--- config.mk ---
export PLATFORM = sky130hd
export DESIGN_NAME = evt_irq_hub
export DESIGN_NICKNAME = d
export VERILOG_FILES = /design/src/rtl/evt_irq_pkg.sv /design/src/rtl/sclk_low_det.sv /design/src/rtl/vsync_oneshot.sv /design/src/rtl/irq_pending.sv /design/src/rtl/evt_irq_hub.sv
export SDC_FILE = /design/constraint.sdc
export NUM_CORES = 1
export LEC_CHECK = 0
export ABC_AREA = 1
export CORE_ASPECT_RATIO = 1.4
export CORE_MARGIN = 2
export CORE_UTILIZATION = 45
export DETAILED_ROUTE_END_ITERATION = 7
export DONT_BUFFER_PORTS = 1
export GPL_ROUTABILITY_DRIVEN = 0
export GPL_TIMING_DRIVEN = 0
export PLACE_DENSITY_LB_ADDON = 0.15
export SYNTH_ARGS = -nofsm -noshare
export SYNTH_HDL_FRONTEND = slang
export SYNTH_SLANG_ARGS = --single-unit
--- constraint.sdc ---
create_clock -name clk -period 1.2 [get_ports clk]
set_input_delay 0.24 -clock clk [delete_from_list [all_inputs] [get_ports clk]]
set_output_delay 0.24 -clock clk [all_outputs]
set_load 0.01 [all_outputs]
--- src/rtl/evt_irq_pkg.sv ---
package evt_irq_pkg;

    localparam int NUM_SRC = 6;
    localparam int REG_W   = 8;

    typedef enum logic [1:0] {
        ADR_PEND  = 2'd0,
        ADR_MASK  = 2'd1,
        ADR_CLEAR = 2'd2,
        ADR_NONE  = 2'd3
    } reg_sel_e;

    // Packed so that the member order gives the pending bit positions.
    typedef struct packed {
        logic para;
        logic vevt;
        logic soa;
        logic bufe;
        logic adc;
        logic sclk;
    } src_vec_t;

    function automatic logic [REG_W-1:0] widen(input src_vec_t v);
        return {{(REG_W-NUM_SRC){1'b0}}, v};
    endfunction

endpackage

--- src/rtl/sclk_low_det.sv ---
module sclk_low_det #(
    parameter int LOW_CYCLES = 16
) (
    input  logic clk,
    input  logic rst,
    input  logic scl_in,
    output logic hit
);
    localparam int CW = $clog2(LOW_CYCLES) + 1;
    localparam logic [CW-1:0] LAST = CW'(LOW_CYCLES - 1);

    logic          armed_q;
    logic [CW-1:0] cnt_q;

    assign hit = armed_q & ~scl_in & (cnt_q == LAST);

    always_ff @(posedge clk) begin
        if (rst) begin
            armed_q <= 1'b0;
            cnt_q   <= '0;
        end else if (scl_in) begin
            armed_q <= 1'b1;
            cnt_q   <= '0;
        end else if (armed_q) begin
            if (hit) begin
                armed_q <= 1'b0;
                cnt_q   <= '0;
            end else begin
                cnt_q <= cnt_q + 1'b1;
            end
        end
    end
endmodule

--- src/rtl/vsync_oneshot.sv ---
module vsync_oneshot (
    input  logic clk,
    input  logic rst,
    input  logic vs_pulse,
    input  logic vs_absent,
    output logic hit
);
    logic fired_q;

    assign hit = vs_pulse | (vs_absent & ~fired_q);

    always_ff @(posedge clk) begin
        if (rst)
            fired_q <= 1'b0;
        else
            fired_q <= vs_absent;
    end
endmodule

--- src/rtl/irq_pending.sv ---
module irq_pending
    import evt_irq_pkg::*;
(
    input  logic             clk,
    input  logic             rst,
    input  logic [1:0]       reg_addr,
    input  logic             reg_wr,
    input  logic [REG_W-1:0] reg_wdata,
    input  src_vec_t         src,
    output logic [REG_W-1:0] reg_rdata,
    output src_vec_t         pend_o,
    output src_vec_t         mask_o,
    output logic             irq
);
    src_vec_t pend_q, mask_q, clr_v;
    reg_sel_e sel;

    assign sel   = reg_sel_e'(reg_addr);
    assign clr_v = (reg_wr && sel == ADR_CLEAR) ? src_vec_t'(reg_wdata[NUM_SRC-1:0]) : '0;

    always_ff @(posedge clk) begin
        if (rst) begin
            pend_q <= '0;
            mask_q <= '0;
        end else begin
            pend_q <= (pend_q & ~clr_v) | src;
            if (reg_wr && sel == ADR_MASK)
                mask_q <= src_vec_t'(reg_wdata[NUM_SRC-1:0]);
        end
    end

    always_comb begin
        case (sel)
            ADR_PEND: reg_rdata = widen(pend_q);
            ADR_MASK: reg_rdata = widen(mask_q);
            default:  reg_rdata = '0;
        endcase
    end

    assign irq    = |(pend_q & mask_q);
    assign pend_o = pend_q;
    assign mask_o = mask_q;
endmodule

--- src/rtl/evt_irq_hub.sv ---
module evt_irq_hub
    import evt_irq_pkg::*;
#(
    parameter int LOW_CYCLES = 16
) (
    input  logic       clk,
    input  logic       rst,
    input  logic [1:0] reg_addr,
    input  logic       reg_wr,
    input  logic [7:0] reg_wdata,
    output logic [7:0] reg_rdata,
    input  logic       ev_adc_done,
    input  logic       ev_buf_empty,
    input  logic       ev_soa,
    input  logic       ev_para,
    input  logic       vs_pulse,
    input  logic       vs_absent,
    input  logic       scl_in,
    output logic       irq
);
    logic     scl_hit;
    logic     v_hit;
    src_vec_t src;
    src_vec_t pend_q;
    src_vec_t mask_q;

    sclk_low_det #(.LOW_CYCLES(LOW_CYCLES)) u_sclk (
        .clk    (clk),
        .rst    (rst),
        .scl_in (scl_in),
        .hit    (scl_hit)
    );

    vsync_oneshot u_vs (
        .clk       (clk),
        .rst       (rst),
        .vs_pulse  (vs_pulse),
        .vs_absent (vs_absent),
        .hit       (v_hit)
    );

    always_comb begin
        src      = '0;
        src.sclk = scl_hit;
        src.adc  = ev_adc_done;
        src.bufe = ev_buf_empty;
        src.soa  = ev_soa;
        src.vevt = v_hit;
        src.para = ev_para;
    end

    irq_pending u_pend (
        .clk       (clk),
        .rst       (rst),
        .reg_addr  (reg_addr),
        .reg_wr    (reg_wr),
        .reg_wdata (reg_wdata),
        .src       (src),
        .reg_rdata (reg_rdata),
        .pend_o    (pend_q),
        .mask_o    (mask_q),
        .irq       (irq)
    );
endmodule

Word level (Yosys, flattened, before mapping)

Index checks and enable logic that the tools add are counted.

Bitwise operators: 10
Equal/unequal tests: 3
$add $sub $neg: 1
Reduce and logical (&&, ||, !) cells: 5
Mux-type cells: 6

Operators by type and width:

| kind                                           | count |
|---|---|
| AND 6 bit                                      | 2 |
| case mux 6 bit (2 select lines)                | 1 |
| 2-to-1 mux 6 bit                               | 1 |
| inverter 6 bit                                 | 1 |
| bitwise OR 6 bit                               | 1 |
| OR reduction 6 bit                             | 1 |
| adder 5 x 1 -> 5 bit (second input constant)   | 1 |
| == test 5 x 4 -> 1 bit (second input constant) | 1 |
| 2-to-1 mux 5 bit                               | 1 |
| AND 1 bit                                      | 3 |
| 2-to-1 mux 1 bit                               | 3 |
| == test 2 x 1 -> 1 bit (second input constant) | 1 |
| == test 2 bit (second input constant)          | 1 |
| logical AND 1 bit                              | 2 |
| zero test 2 bit                                | 1 |
| inverter 1 bit                                 | 2 |
| OR reduction 2 bit                             | 1 |
| bitwise OR 1 bit                               | 1 |

Input bits: 20
Bits in registers: 19
Word-level logic and storage cells: 40
Output and inout port bits: 9

Depth between registers and ports, before layout

Gate-level depths: netlist (run 1).

Depth after elaboration: 6
Gate-level depth with buffers: 6
Gate-level depth less buffers: 6

Cells and area by module

Synthesis (run 1) repeated with hierarchy kept, for this count alone.

Cell total of the unflattened synthesis: 138
Area, all modules: 958.4 um^2

Modules (own cells, without submodules):

| module        | area each (um^2) | times used | sequential area each (um^2) | cells an instance |
|---|---|---|---|---|
| irq_pending   | 643.1            | 1          | 240.2                       | 96 |
| sclk_low_det  | 270.3            | 1          | 120.1                       | 35 |
| vsync_oneshot | 45.0             | 1          | 20.0                        | 7 |

Worst setup path after synthesis (run 1)

No wires, ideal clock.

Kind: flip-flop to flip-flop
From: reg u_sclk.cnt_q[0]
To: reg u_sclk.armed_q
Setup time: 0.121 ns
Period minus slack after synthesis: 1.027 ns
Path buffers: 0
Stages on the path, launching flop included: 7
Required time: 1.079 ns
Data arrival time: 0.906 ns
Path slack: 0.173 ns
Cells stage by stage: dfxtp_1 -> ha_1 -> nand2_1 -> nor2_1 -> nand3_1 -> nand2_1 -> a21oi_1

Longest elaborated chain between the ends: 5

RTL lines:

| element                | line               | RTL |
|---|---|---|
| start, declared        | sclk_low_det.sv:13 | `logic [CW-1:0] cnt_q;` |
| start signal, assigned | sclk_low_det.sv:29 | `cnt_q <= cnt_q + 1'b1;` |
| == test 5 x 4 -> 1 bit | sclk_low_det.sv:15 | `assign hit = armed_q & ~scl_in & (cnt_q == LAST);` |
| AND 1 bit              | sclk_low_det.sv:15 |  |
| 2-to-1 mux 1 bit       | sclk_low_det.sv:25 | `if (hit) begin` |
| 2-to-1 mux 1 bit       | sclk_low_det.sv:24 | `end else if (armed_q) begin` |
| 2-to-1 mux 1 bit       | sclk_low_det.sv:21 | `end else if (scl_in) begin` |
| end signal, assigned   | sclk_low_det.sv:19 | `armed_q <= 1'b0;` |
| end signal, assigned   | sclk_low_det.sv:22 | `armed_q <= 1'b1;` |
| end signal, assigned   | sclk_low_det.sv:26 | `armed_q <= 1'b0;` |
| end, declared          | sclk_low_det.sv:12 | `logic armed_q;` |

No other way between the ends.
A chain may end at the register's enable or synchronous reset.

Worst setup path in the final report (run 1)

From: reg, netlist name u_pend.mask_o[4]
To: out irq

Longest elaborated chain between the ends: 2

RTL lines:

| element            | line              | RTL |
|---|---|---|
| AND 6 bit          | irq_pending.sv:40 | `assign irq = \|(pend_q & mask_q);` |
| OR reduction 6 bit | irq_pending.sv:40 |  |
| end, declared      | evt_irq_hub.sv:19 | `output logic irq` |

No other way between the ends.

==> reports/metrics.yaml, run 1 <==
cts:
  numCtsBuffers: 3
  worstSkewPairLatency_ns: 0.29
  root_buffer: "clkbuf_4"
  cts.clk_slew.worst_paths_ns: 0.10
  cts_max_level: 1
  clock-sinks: 19
  cts_tree: "yes"
  clk_path_buf_depth: 2
routing:
  routed_via_density: 5.15
  drt-initial-drc-count: 15
  ant_nets: 0
  wl_per_cell_um: 13.1
  vias: 778
  remaining_drc_errors: 0
  wl_um: 1980
  drt-pass1-iter-count: 4
sta:
  fmax_mhz: 808
  fin_crit_sh_pct: 103
  fin_worst_skew_ns: 0.000824
  setup_viol: 1
  slew_violations: 0
  rsz0062_at_grt: "yes"
  fin_crit_ns: 1.24
  setup_slack_ns: -0.0374
  fin_hold_ws_ns: 0.0696
  finalHoldViolations: 0
synthesis:
  synthFlopType: "dfxtp_1"
  synth-edff-count: 0
  async_reset_ff_share_pct: 0
  ys_ff_latch: 19
  yosysTopAreaCellShare_pct: 42.3
  synth.most_common_cell: "inv_1"
  synthTopCellsByArea: "dfxtp_1, inv_1, a21oi_1, o21ai_0, nor2_1"
  yosysWarnings: 0
  seq_area_frac_synth_pct: 42.3
  syn_area_per_cell_um2: 7.49
  synth_cells: 120
  yosys.area.top_type: "dfxtp_1"
  netlist_area_um2: 898
  ys_types: 20
  ys_top_cells_by_count: "inv_1, dfxtp_1, nor2_1"
placed_design:
  place_hpwl_um: 1390
  dp.cells: 142
  port-buffer-count: 0
  dpl-instance-area_um2: 928
worst_setup_path:
  cp-start-kind: "flip-flop"
  cp-end-kind: "output pin"
  crit_type: "flip-flop to output pin"
  cp_cell_sequence: "inv_2, o22ai_2, a21oi_2, nand2_2"
  cp_slowest_cell: "dfxtp_1"
  reg2reg_depth: 6
  arrival_ns: 1.00
  r2r_setup_slack_ns: 0.08
  required_ns: 0.96
  max_stage_delay_ns: 0.32
  crit_fanout: 3
pwr:
  powerDensity_mw_per_mm2: 1090
  power_leakage_nw: 0.445
  peakVddDrop_v: 0.000734
finish:
  multi_input_area_um2: 433
  nNetsFinal: 152
  diodes: 0
  n_fill_cell: 190
  fin_area_mm2: 0.00106
  drive_above_1_share_pct: 31.5
  fin_cells: 151
  synthToLayoutAreaGrowth_pct: 17.5
  seq_area_um2: 388
worst_hold_path:
  hold_path_class: "input pin to flip-flop"
  holdPathStages: 2
floorplan:
  die_area_mm2: 0.00237
  initial_utilization_pct: 46.7
  core-area_mm2: 0.00193
  die_y_um: 56.9
  io_pins: 29
  fp-row-count: 19
  die_w_um: 41.8
grt:
  first_global_vias: 820
  overflow: 0
  grt_max_degree: 11
  grt_pass1_wl_um: 3350
  antenna_found_initial: 0
  grt_usage_pct: 18.2
job:
  drv_cap: 0
status:
  violations: "setup timing"
  status: "complete, but fails checks"
## cell usage in the layout, fill, tap and decap left out, drive strengths merged
| cell type | synthesis | final |
|---|---|---|
| dlygate4sd3 | 0 | 2 |
| o21ai | 11 | 11 |
| o22ai | 4 | 4 |
| nor2 | 15 | 15 |
| a211oi | 7 | 7 |
| nand4 | 1 | 1 |
| xor2 | 2 | 2 |
| clkbuf | 0 | 4 |
| a21oi | 11 | 11 |
| dfxtp | 19 | 19 |
| ha | 1 | 1 |
| nand3 | 6 | 6 |
| nand2 | 9 | 9 |
| inv | 29 | 29 |
| conb | 1 | 2 |
| buf | 4 | 7 |
## final cells by class
class,count,area share [%]
multi-input cells,69,41.0
clock buffers,4,2.49
plain buffers,4,2.96
inverters,29,10.3
well taps,21,2.49
repair buffers,5,4.03
flip-flops and latches,19,36.7
## through the flow
step | total power [mW] | TNS [ns] | utilization (%) | setup WS, ns
floorplan | 0.789 | 0 | - | 0.173
global placement | 0.809 | 0 | 48.2 | 0.0326
detailed placement | 0.813 | 0 | 48.2 | 0.0153
finish | 1.15 | -0.0374 | 54.8 | -0.0374
CTS | 1.14 | -0.0856 | 51.0 | -0.0719
global route | 1.21 | -0.159 | 54.8 | -0.0843
## worst paths after layout
kind / start / to
worst max register to register: u_sclk.cnt_q[0]$_SDFFE_PP0P_ / u_sclk.armed_q$_SDFF_PP0_
worst min-delay path: vs_absent / u_vs.fired_q$_SDFF_PP0_
worst min register to register: u_sclk.cnt_q[4]$_SDFFE_PP0P_ / u_sclk.cnt_q[4]$_SDFFE_PP0P_
worst max-delay path: u_pend.mask_o[4]$_SDFFE_PP0P_ / irq
## power breakdown
| part | total (mW) | switching (mW) | internal, mW |
|---|---|---|---|
| Sequential | 0.681 | 0.0199 | 0.661 |
| Clock | 0.314 | 0.185 | 0.129 |
| Combinational | 0.156 | 0.0936 | 0.0623 |
| Total | 1.15 | 0.298 | 0.852 |
## flip-flops by register name, indices dropped and copies added (netlist names)
name and cells:
u_pend.mask_o 6, u_sclk.armed_q 1, u_pend.pend_o 6, u_sclk.cnt_q 5, u_vs.fired_q 1
## per-layer routing
metal	share of wire, %	GRT usage [%]	routed length [um]
met5	0	0	0
met1	41	19.9	802
met4	2.3	11.5	45
met2	52	31.7	1040
met3	4.8	2.89	94
## worst max-delay path: cells and delay by family (launching register included)
family / cells / cell delay, ns
AOI/OAI and AO/OA: 2 / 0.23
buffers and inverters: 1 / 0.08
DFF: 1 / 0.32
and+or+nand+nor: 1 / 0.09
## kinds of logic after synthesis
| kind of cell | after synthesis | share of synthesized area [%] |
|---|---|---|
| other | 1 | 0.417 |
| AND/OR/NAND/NOR | 31 | 15.2 |
| flip-flops | 19 | 42.3 |
| XOR/XNOR | 2 | 1.95 |
| AO/OA/AOI/OAI | 33 | 23.1 |
| adder cells (fa/ha/maj) | 1 | 1.39 |
| buffers and inverters | 33 | 15.6 |
## what timing repair did
item	4_1_cts	5_1_grt
pin swaps	1	4
gates cloned	0	0
setup buffers	0	3
gates resized for setup	9	19
hold buffers	1	1
endpoints found under the hold margin	2	2
endpoints found under the setup margin	9	10
Power figures use the tool's default switching activity.
==> inputs of run 2 (changes only) <==
--- a/config.mk
+++ b/config.mk
@@ -9,6 +9,7 @@
 export CORE_ASPECT_RATIO = 1.4
 export CORE_MARGIN = 2
 export CORE_UTILIZATION = 45
+export CTS_BUF_LIST = sky130_fd_sc_hd__clkbuf_4 sky130_fd_sc_hd__clkbuf_8
 export DETAILED_ROUTE_END_ITERATION = 7
 export DONT_BUFFER_PORTS = 1
 export GPL_ROUTABILITY_DRIVEN = 0
==> run 2 against run 1 <==
  * The flow still finishes with violations (setup timing)
  * Clock skew rose by 0.0015 ns
  * Global-route usage fell by 0.33 points
  * Die area did not move
  * Sequential share of layout area fell by 0.52 points
  * Worst hold slack improved by 0.0057 ns
  * Sequential power barely moved
  * Utilization rose by 0.78 points
  * Via count fell by 0.39%
  * Total power rose by 2.0%
  * Critical path depth did not move
  * Sequential cell count did not move
  * Critical endpoint unchanged
==> reports/metrics.yaml, run 2 (synthesized netlist as in run 1, its figures left out) <==
floorplan:
  io_pins: 29  # unchanged
  die_y_um: 56.9  # unchanged
  fp-row-count: 19  # unchanged
  initial_utilization_pct: 46.7  # unchanged
  die_area_mm2: 0.00237  # unchanged
  die_w_um: 41.8  # unchanged
  core-area_mm2: 0.00193  # unchanged
sta:
  finalHoldViolations: 0  # unchanged
  fin_crit_sh_pct: 102  # -0.86 points
  setup_viol: 1  # unchanged
  fmax_mhz: 815  # +0.84%
  rsz0062_at_grt: "yes"
  slew_violations: 0  # unchanged
  fin_worst_skew_ns: 0.00234  # +0.00151 ns
  fin_crit_ns: 1.23  # -0.0103 ns
  setup_slack_ns: -0.0271  # +0.0103 ns
  fin_hold_ws_ns: 0.0753  # +0.00573 ns
status:
  violations: "setup timing"
  status: "complete, but fails checks"
worst_setup_path:
  cp-end-kind: "output pin"
  crit_fanout: 3  # unchanged
  rr_startpoint: "u_sclk.cnt_q[0]$_SDFFE_PP0P_"
  setup.worst_path.start: "u_pend.mask_o[5]$_SDFFE_PP0P_"
  cp-start-kind: "flip-flop"
  required_ns: 0.96  # about the same
  arrival_ns: 0.99  # about the same
  crit_type: "flip-flop to output pin"
worst_hold_path:
  worst_hold_startpoint: "ev_buf_empty"
  hold_path_class: "input pin to flip-flop"
cts:
  worstSkewPairLatency_ns: 0.28  # about the same
  clock-sinks: 19  # unchanged
  cts_max_level: 1  # unchanged
  numCtsBuffers: 3  # unchanged
  clk_path_buf_depth: 2  # unchanged
  root_buffer: "clkbuf_4"
  cts.clk_slew.worst_paths_ns: 0.10  # about the same
  cts_tree: "yes"
routing:
  routed_via_density: 5.13  # -0.39%
  ant_nets: 0  # unchanged
  vias: 775  # -0.39%
  wl_um: 1930  # -2.2%
  wl_per_cell_um: 12.8  # -2.2%
  remaining_drc_errors: 0  # unchanged
  drt-pass1-iter-count: 4  # unchanged
  drt-initial-drc-count: 12  # -3
placed_design:
  port-buffer-count: 0  # unchanged
  dpl-instance-area_um2: 928  # unchanged
  place_hpwl_um: 1390  # unchanged
finish:
  synthToLayoutAreaGrowth_pct: 19.2
  layout_commonest_cell: "inv_1"
  nNetsFinal: 152  # unchanged
  multi_input_area_um2: 447  # +3.2%
  fin_area_mm2: 0.00107  # +1.4%
  drive_above_1_share_pct: 33.8  # +2.3 points
  diodes: 0  # unchanged
  mostFrequentLayoutCells: "inv_1, nor2_1, dfxtp_1, a21oi_1"
  n_fill_cell: 187  # -1.6%
  seq_area_um2: 388  # unchanged
pwr:
  p_seq_share_pct: 58.0  # -1.2 points
  switching_power_uw: 297  # -0.42%
  power.share.clock_pct: 28.2  # +0.9 points
  powerDensity_mw_per_mm2: 1100  # +0.60%
  peakVddDrop_v: 0.000669  # -8.7%
  p_sw_share_pct: 25.3  # -0.62 points
  power_leakage_nw: 0.449  # +1.0%
  internal-power_uw: 877  # +2.9%
  combPwrFrac_pct: 13.8  # +0.3 points
grt:
  first_global_vias: 816  # -0.49%
  grt_max_degree: 11  # unchanged
  antenna_found_initial: 0  # unchanged
  overflow: 0  # unchanged
  grt_usage_pct: 17.9  # -0.33 points
  grt_pass1_wl_um: 3330  # -0.63%
job:
  drv_cap: 0  # unchanged
[run 2: cell count changes in the layout (fill, tap and decap cells not counted), sizes merged]
cell / before / now
dlygate4sd3: 2 / 1
buf: 7 / 8
[run 2: power by group through the flow]
stage	combinational, mW	clock (mW)	sequential [mW]
after CTS	0.130	0.346	0.676
after floorplan	0.104	0	0.685
final	0.162	0.331	0.681
after global placement	0.120	0	0.689
after detailed placement	0.123	0	0.690
after global routing	0.182	0.374	0.685
[run 2: path summary, 6_finish.rpt]
check | slack (ns) | cells after the start | end
max | -0.03 | 4 | irq
min | 0.08 | 2 | u_pend.pend_o[2]$_SDFF_PP0_
max reg2reg | 0.08 | 6 | u_sclk.armed_q$_SDFF_PP0_
min reg2reg | 0.48 | 2 | u_sclk.cnt_q[4]$_SDFFE_PP0P_
[run 2: stage by stage]
step                      std cells  worst slack [ns]  util [%]  TNS, ns  power, mW
after floorplan                 121             0.173         -        0      0.789
after global placement          142            0.0326      48.2        0      0.809
after detailed placement        142            0.0153      48.2        0      0.813
after CTS                       146           -0.0677      50.7  -0.0776       1.15
after global routing            151           -0.0838      55.6   -0.143       1.24
final                           151           -0.0271      55.6  -0.0271       1.17
[run 2: final cells by class]
class / instances / share of cell area, %
plain buffers: 4 / 2.92
multi-input cells: 69 / 41.7
clock buffers: 4 / 2.80
inverters: 29 / 10.2
repair buffers: 5 / 3.74
flip-flops and latches: 19 / 36.2
well taps: 21 / 2.45
[run 2: worst max-delay path, stage by stage (launching register included)]
cell     delay (ns)
dfxtp_2        0.33
inv_2          0.07
o22ai_2        0.09
a21oi_2        0.13
nand2_2        0.08
[run 2: what timing repair did]
action | CTS | global route
endpoints found under the hold margin | 0 | 4
setup buffers | 0 | 4
pin swaps | 1 | 4
resized for setup | 9 | 21
setup endpoints to repair | 9 | 10
hold buffers | 0 | 1
[run 2: per-layer routing]
metal	global-route usage (%)	wire length [um]	up-vias
met5	0	0	-
met4	10.6	56	0
met3	3.22	62	6
li1	-	-	404
met1	19.3	800	344
met2	31.5	1010	21
